### config.mk
export PLATFORM = sky130hd
export DESIGN_NAME = mesh_router
export DESIGN_NICKNAME = d
export VERILOG_FILES = /design/src/rtl/router_pkg.sv /design/src/rtl/router_fifo.sv /design/src/rtl/router_rr_arb.sv /design/src/rtl/router_out_port.sv /design/src/rtl/mesh_router.sv
export SDC_FILE = /design/constraint.sdc
export NUM_CORES = 2
export LEC_CHECK = 0
export BUFFER_PORTS_ARGS = -buffer_cell sky130_fd_sc_hd__buf_2
export CAP_MARGIN = 15
export CORE_MARGIN = 2
export CORE_UTILIZATION = 45
export DETAILED_ROUTE_END_ITERATION = 16
export PLACE_DENSITY = 0.63
export SLEW_MARGIN = 20
export SYNTH_ARGS = -nofsm -noshare
export SYNTH_HDL_FRONTEND = slang
export SYNTH_SLANG_ARGS = --single-unit
### constraint.sdc
create_clock -name clk_i -period 8.6 [get_ports clk_i]
set_input_delay 2.15 -clock clk_i [delete_from_list [all_inputs] [get_ports clk_i]]
set_output_delay 2.15 -clock clk_i [all_outputs]
set_load 0.01 [all_outputs]
### src/rtl/router_pkg.sv
package router_pkg;
  localparam int NPORTS  = 5;
  localparam int PORT_W  = 3;
  localparam int COORD_W = 4;
  localparam int LEN_W   = 8;
  localparam int X_LSB   = 0;
  localparam int Y_LSB   = 4;
  localparam int LEN_LSB = 8;

  typedef enum logic [PORT_W-1:0] {
    PORT_LOCAL = 3'd0,
    PORT_NORTH = 3'd1,
    PORT_SOUTH = 3'd2,
    PORT_EAST  = 3'd3,
    PORT_WEST  = 3'd4
  } port_e;

  // column first, then row
  function automatic port_e route_port(input logic [COORD_W-1:0] dst_x,
                                       input logic [COORD_W-1:0] dst_y,
                                       input logic [COORD_W-1:0] here_x,
                                       input logic [COORD_W-1:0] here_y);
    if (dst_x > here_x) return PORT_EAST;
    if (dst_x < here_x) return PORT_WEST;
    if (dst_y > here_y) return PORT_NORTH;
    if (dst_y < here_y) return PORT_SOUTH;
    return PORT_LOCAL;
  endfunction
endpackage

### src/rtl/router_fifo.sv
module router_fifo #(
  parameter int DW    = 32,
  parameter int DEPTH = 4
) (
  input  logic          clk_i,
  input  logic          rst_ni,
  input  logic          push_i,
  input  logic [DW-1:0] data_i,
  input  logic          pop_i,
  output logic [DW-1:0] data_o,
  output logic          empty_o,
  output logic          full_o
);
  localparam int AW = (DEPTH > 1) ? $clog2(DEPTH) : 1;

  logic [DW-1:0] mem_q [DEPTH];
  logic [AW:0]   wr_q, rd_q;

  assign empty_o = (wr_q == rd_q);
  assign full_o  = (wr_q[AW] != rd_q[AW]) && (wr_q[AW-1:0] == rd_q[AW-1:0]);
  assign data_o  = mem_q[rd_q[AW-1:0]];

  always_ff @(posedge clk_i) begin
    if (push_i) mem_q[wr_q[AW-1:0]] <= data_i;
  end

  always_ff @(posedge clk_i or negedge rst_ni) begin
    if (!rst_ni) begin
      wr_q <= '0;
      rd_q <= '0;
    end else begin
      if (push_i) wr_q <= wr_q + 1'b1;
      if (pop_i)  rd_q <= rd_q + 1'b1;
    end
  end


  no_overflow_chk: assert property (@(posedge clk_i) disable iff (!rst_ni)
    push_i |-> !full_o);

  no_underflow_chk: assert property (@(posedge clk_i) disable iff (!rst_ni)
    pop_i |-> !empty_o);
endmodule

### src/rtl/router_rr_arb.sv
module router_rr_arb #(
  parameter int N = 5
) (
  input  logic         clk_i,
  input  logic         rst_ni,
  input  logic [N-1:0] req_i,
  input  logic         adv_i,
  output logic [N-1:0] gnt_o
);
  localparam int IW = (N > 1) ? $clog2(N) : 1;

  logic [IW-1:0] ptr_q;
  logic [IW-1:0] win_idx;
  logic          found;

  always_comb begin
    gnt_o   = '0;
    found   = 1'b0;
    win_idx = '0;
    for (int k = 0; k < N; k++) begin
      int unsigned idx;
      idx = (int'(ptr_q) + k) % N;
      if (!found && req_i[idx]) begin
        gnt_o[idx] = 1'b1;
        found      = 1'b1;
        win_idx    = IW'(idx);
      end
    end
  end

  always_ff @(posedge clk_i or negedge rst_ni) begin
    if (!rst_ni) ptr_q <= '0;
    else if (adv_i && found)
      ptr_q <= (int'(win_idx) == N-1) ? '0 : win_idx + 1'b1;
  end


  gnt_onehot_chk: assert property (@(posedge clk_i) disable iff (!rst_ni)
    $onehot0(gnt_o));

  gnt_in_req_chk: assert property (@(posedge clk_i) disable iff (!rst_ni)
    (gnt_o & ~req_i) == '0);
endmodule

### src/rtl/router_out_port.sv
module router_out_port
  import router_pkg::*;
#(
  parameter int NP    = 5,
  parameter int DW    = 32,
  parameter int DEPTH = 4
) (
  input  logic                   clk_i,
  input  logic                   rst_ni,
  input  logic [NP-1:0]          req_i,
  input  logic [NP-1:0][DW-1:0]  head_i,
  input  logic [NP-1:0]          avail_i,
  input  logic                   credit_i,
  output logic [NP-1:0]          pop_o,
  output logic                   locked_o,
  output logic [$clog2(NP)-1:0]  owner_o,
  output logic [DW-1:0]          data_o,
  output logic                   valid_o
);
  localparam int CW = $clog2(DEPTH + 1);
  localparam int IW = $clog2(NP);

  logic [CW-1:0]    credit_q;
  logic             locked_q;
  logic [IW-1:0]    owner_q;
  logic [LEN_W-1:0] rem_q;

  logic             can_send, arb_adv, send;
  logic [NP-1:0]    arb_req, gnt;
  logic [IW-1:0]    gnt_idx, sel;
  logic [DW-1:0]    word;
  logic [LEN_W-1:0] hdr_len;

  assign can_send = (credit_q != '0);
  assign arb_adv  = !locked_q && can_send;
  assign arb_req  = req_i & {NP{arb_adv}};

  router_rr_arb #(.N(NP)) arb_i (
    .clk_i  (clk_i),
    .rst_ni (rst_ni),
    .req_i  (arb_req),
    .adv_i  (arb_adv),
    .gnt_o  (gnt)
  );

  always_comb begin
    gnt_idx = '0;
    for (int k = 0; k < NP; k++)
      if (gnt[k]) gnt_idx = IW'(k);
  end

  always_comb begin
    send  = 1'b0;
    pop_o = '0;
    sel   = owner_q;
    if (locked_q) begin
      send = avail_i[owner_q] && can_send;
      if (send) pop_o[owner_q] = 1'b1;
    end else begin
      send  = |gnt;
      pop_o = gnt;
      sel   = gnt_idx;
    end
  end

  assign word    = head_i[sel];
  assign hdr_len = word[LEN_LSB +: LEN_W];

  always_ff @(posedge clk_i or negedge rst_ni) begin
    if (!rst_ni) begin
      credit_q <= CW'(DEPTH);
      locked_q <= 1'b0;
      owner_q  <= '0;
      rem_q    <= '0;
      valid_o  <= 1'b0;
      data_o   <= '0;
    end else begin
      credit_q <= credit_q - CW'(send) + CW'(credit_i);
      valid_o  <= send;
      if (send) data_o <= word;
      if (!locked_q && send && hdr_len != '0) begin
        locked_q <= 1'b1;
        owner_q  <= sel;
        rem_q    <= hdr_len;
      end else if (locked_q && send) begin
        rem_q <= rem_q - 1'b1;
        if (rem_q == LEN_W'(1)) locked_q <= 1'b0;
      end
    end
  end

  assign locked_o = locked_q;
  assign owner_o  = owner_q;


  credit_bound_chk: assert property (@(posedge clk_i) disable iff (!rst_ni)
    credit_q <= CW'(DEPTH));

  send_needs_credit_chk: assert property (@(posedge clk_i) disable iff (!rst_ni)
    valid_o |-> $past(credit_q) != '0);

  lock_hold_chk: assert property (@(posedge clk_i) disable iff (!rst_ni)
    (locked_q && !(send && rem_q == LEN_W'(1))) |=> (locked_q && $stable(owner_q)));

  lock_release_chk: assert property (@(posedge clk_i) disable iff (!rst_ni)
    (locked_q && send && rem_q == LEN_W'(1)) |=> !locked_q);
endmodule

### src/rtl/mesh_router.sv
module mesh_router
  import router_pkg::*;
#(
  parameter int                 DW         = 32,
  parameter int                 FIFO_DEPTH = 4,
  parameter logic [COORD_W-1:0] NODE_X     = 4'd0,
  parameter logic [COORD_W-1:0] NODE_Y     = 4'd0
) (
  input  logic                      clk_i,
  input  logic                      rst_ni,
  input  logic [NPORTS-1:0][DW-1:0] in_data_i,
  input  logic [NPORTS-1:0]         in_valid_i,
  output logic [NPORTS-1:0]         in_credit_o,
  output logic [NPORTS-1:0][DW-1:0] out_data_o,
  output logic [NPORTS-1:0]         out_valid_o,
  input  logic [NPORTS-1:0]         out_credit_i
);
  localparam int NP = NPORTS;
  localparam int IW = $clog2(NP);

  logic [NP-1:0][DW-1:0] head;
  logic [NP-1:0]         empty, full, avail, active, pop_in;
  port_e                 dir [NP];
  logic [NP-1:0][NP-1:0] req_by_out, pop_by_out, pop_by_in;
  logic [NP-1:0]         locked;
  logic [NP-1:0][IW-1:0] owner;

  for (genvar i = 0; i < NP; i++) begin : g_in
    router_fifo #(.DW(DW), .DEPTH(FIFO_DEPTH)) fifo_i (
      .clk_i   (clk_i),
      .rst_ni  (rst_ni),
      .push_i  (in_valid_i[i]),
      .data_i  (in_data_i[i]),
      .pop_i   (pop_in[i]),
      .data_o  (head[i]),
      .empty_o (empty[i]),
      .full_o  (full[i])
    );
    assign avail[i] = !empty[i];
    assign dir[i]   = route_port(head[i][X_LSB +: COORD_W], head[i][Y_LSB +: COORD_W],
                                 NODE_X, NODE_Y);
  end

  // an input is active while some output is locked to it
  always_comb begin
    active = '0;
    for (int o = 0; o < NP; o++)
      if (locked[o]) active[owner[o]] = 1'b1;
  end

  always_comb begin
    for (int o = 0; o < NP; o++)
      for (int i = 0; i < NP; i++) begin
        req_by_out[o][i] = avail[i] && !active[i] && (dir[i] == port_e'(o));
        pop_by_in[i][o]  = pop_by_out[o][i];
      end
    for (int i = 0; i < NP; i++) pop_in[i] = |pop_by_in[i];
  end

  for (genvar o = 0; o < NP; o++) begin : g_out
    router_out_port #(.NP(NP), .DW(DW), .DEPTH(FIFO_DEPTH)) port_i (
      .clk_i    (clk_i),
      .rst_ni   (rst_ni),
      .req_i    (req_by_out[o]),
      .head_i   (head),
      .avail_i  (avail),
      .credit_i (out_credit_i[o]),
      .pop_o    (pop_by_out[o]),
      .locked_o (locked[o]),
      .owner_o  (owner[o]),
      .data_o   (out_data_o[o]),
      .valid_o  (out_valid_o[o])
    );
  end

  always_ff @(posedge clk_i or negedge rst_ni) begin
    if (!rst_ni) in_credit_o <= '0;
    else         in_credit_o <= pop_in;
  end

  for (genvar i = 0; i < NP; i++) begin : g_chk

    single_claim_chk: assert property (@(posedge clk_i) disable iff (!rst_ni)
      $onehot0(pop_by_in[i]));

    credit_follows_pop_chk: assert property (@(posedge clk_i) disable iff (!rst_ni)
      pop_in[i] |=> in_credit_o[i]);
  end
endmodule

==> run summary <==
Placed Area - 0.0524 sq mm
Placeable Area - 0.109 sq mm
crit end category - flop
Synth Area per Inst - 12.1 sq um
GR Util All Layers - 28.2%
synthesized instance count - 4,080
initial antenna violation count - 29
clock sinks - 924
CTS tree - done
Worst Max-Slew Pin Slew - 1.09 ns
max incr delay on CP - 0.66 ns
Design Area, Final - 0.0556 sq mm
final setup fails - 0
final hold vios - 0
first-pass GRT wire length - 233,000 microns
minimum clock period - 7.94 ns
Root Buffer - clkbuf_16
Clock Latency Late Sink - 0.70 ns
WP data arrival - 8.51 ns
Synth Register Bits - 924
Stages on worst setup path - 26
Initial Util - 45.3%
RR Startpoint - g_out[3].port_i.arb_i.ptr_q[1]
Main synth FF type - edfxtp_1
vias in the first global route - 34,900
Post-DRT Antenna Nets - 0
fin util - 51.1%
post-synthesis cell type count - 117
hold depth - 1
Syn. warnings - 0
die height - 335 microns
P&R area growth vs syn - 12.6%
Final GP Congestion - 1.01
R2R depth - 26
clock skew - 0.0369 ns
1st-pass router iterations - 6
critical path endpoint - g_out[3].port_i.rem_q[5]
Hold Crit Class - reg2reg
top-area cell type share of the netlist area - 38.9%
Crit path max-delay family - compound AO/OA/AOI/OAI gates
reg-to-reg setup timing slack - 0.66 ns
die area - 0.112 sq mm
total CTS buffers - 95
f_max - 0.126 GHz
sequential share of the synthesized area - 53.4%
I/O pin total - 342
vias post-DR - 36,200
start point of the critical path - g_out[3].port_i.arb_i.ptr_q[1]
capturing point of the worst reg2reg path - g_out[3].port_i.rem_q[5]
critical path peak fanout - 33
die width - 335 microns
DRC - 0
FILL cells - 9,429
IO Port Bufs - 341
share of layout cells above drive strength 1 - 20.6%
final WL - 160,000 microns
main area contributors after synthesis - edfxtp_1 (39%), dfrtp_1 (14%), mux4_2 (8.1%)
Final period util - 92.3%
Final TNS setup - 0 ns
Multi-input gate area - 0.0214 sq mm
CP Class - reg2reg
Seq. cell area - 0.0263 sq mm
1st-iter DRT viols - 3,902
Post-synth EDFFs - 640
WP data required - 9.17 ns
vias per inst - 6.20
RSZ-0062 raised after global routing - false
Slowest cell on crit path - o41a_2
CTS clk-pin slew, worst paths - 0.06 ns
H-tree level count - 3
total gr overflow - 0
largest net degree at the start of global routing - 112
Async SR Flop Fraction - 30.7%
deepest clock path buffer count - 3
syn_nets - 4,392
Final Slew Violations - 0
CP Launch Type - flop
outcome - finished, final reports clean
Synth Cell Area - 0.0494 sq mm
wire per inst - 27.5 microns
relative slew slack - 27.0%
nets - 4,654
HPWL Detailed - 119,000 microns
row count - 121
Max-Cap Viols - 0
Yosys top cell by area - edfxtp_1
Buf/Inv on CP - 5
-- layout make-up --
cell class | instances | share of cell area [%]
inverter | 129 | 0.871
tap | 1414 | 3.18
antenna | 8 | 0.0360
clock buffer | 129 | 4.69
sequential | 924 | 47.4
multi-input combinational | 2750 | 38.5
timing repair buffer | 442 | 4.49
clock inverter | 48 | 0.871
-- what timing repair did --
item / 4_1_cts / 5_1_grt
setup buffers: 0 / 0
resized for setup: 0 / 2
endpoints found under the setup margin: 0 / 13
hold buffers: 0 / 0
-- cells by family after synthesis --
kind of cell | Yosys count | synth area share [%]
xor gates and xnor gates | 107 | 1.90
buffers and inverters | 406 | 3.50
muxes | 444 | 13.7
DFF | 924 | 53.4
adders and majority gates | 140 | 3.63
and+or+nand+nor | 1163 | 11.4
AOI/OAI and AO/OA | 896 | 12.5
-- Yosys cell counts, types with 19 or more instances --
library cell and count:
a211oi_1 55, a21o_1 20, a21oi_1 189, a22oi_1 23
a31oi_1 22, a32oi_1 91, and2_1 36, and3_1 26
buf_1 30, buf_2 38, clkbuf_1 182, dfrtp_1 279
edfxtp_1 640, ha_1 135, inv_1 123, mux2_2 60
mux2i_1 197, mux4_2 178, nand2_1 484, nand2b_1 26
nand3_1 114, nand4_1 20, nor2_1 185, nor2b_1 39
nor3_1 87, nor4_1 28, o21ai_0 194, o221ai_1 33
o22ai_1 50, o31ai_1 22, or2_2 19, xnor2_1 64
xor2_1 43
-- how the worst min path moves through the flow --
stage,end,from
finish,g_out[2].port_i.rem_q[6],g_out[2].port_i.rem_q[6]
global route,g_out[4].port_i.rem_q[7],g_out[4].port_i.rem_q[7]
CTS,g_out[2].port_i.rem_q[6],g_out[2].port_i.rem_q[6]
detailed placement,g_out[2].port_i.rem_q[6],g_out[2].port_i.rem_q[6]
global placement,g_out[0].port_i.data_o[11],g_out[0].port_i.data_o[11]
floorplan,g_out[2].port_i.rem_q[6],g_out[2].port_i.rem_q[6]
-- layout by cell type, fill, tap and decap left out, drive strengths merged, types with 32 or more instances in the layout --
master  netlist  layout
o221ai       33      33
mux4        178     178
o21ai       199     199
and2         36      36
dfrtp       279     279
inv         126     133
a211oi       55      55
nor2        187     187
buf          95     442
edfxtp      640     640
o22ai        50      50
nor2b        39      39
clkbuf      182     129
mux2i       197     197
nand3       115     115
nand2       484     484
clkinv        3      32
a21oi       194     194
xnor2        64      64
xor2         43      43
nor4         35      35
mux2         69      69
nor3         89      89
ha          135     135
a32oi        91      91
-- per-layer routing --
layer  up-vias  wire, microns  track usage [%]
met5         -             83                0
met4        14           9630             15.5
met3       494          11700             5.30
met2      1680          78500             46.8
met1     17900          60600             34.7
li1      16200              -                -
-- per-stage QoR --
step / hold WS, ns / setup slack (ns) / instances
3_3_place_gp: 0.458 / 0.614 / 5658
6_report: 0.467 / 0.659 / 5844
2_1_floorplan: 0.443 / 1.14 / 4080
4_1_cts: 0.469 / 0.432 / 5835
3_5_place_dp: 0.459 / 0.439 / 5658
5_1_grt: 0.491 / 0.0230 / 5840
-- state kept, by name, summed over array words and instances, names as in the netlist --
name	count
g_out.port_i.arb_i.ptr_q	9
g_out.port_i.data_o	160
g_in.fifo_i.mem_q	640
g_out.port_i.valid_o	5
in_credit_o	5
g_out.port_i.credit_q	15
g_out.port_i.rem_q	40
g_out.port_i.locked_o	5
g_out.port_i.owner_o	15
g_in.fifo_i.wr_q	15
g_in.fifo_i.rd_q	15
Power is not shown: default switching activity piles up to over one toggle a cycle in this logic, so the estimate is an artifact.
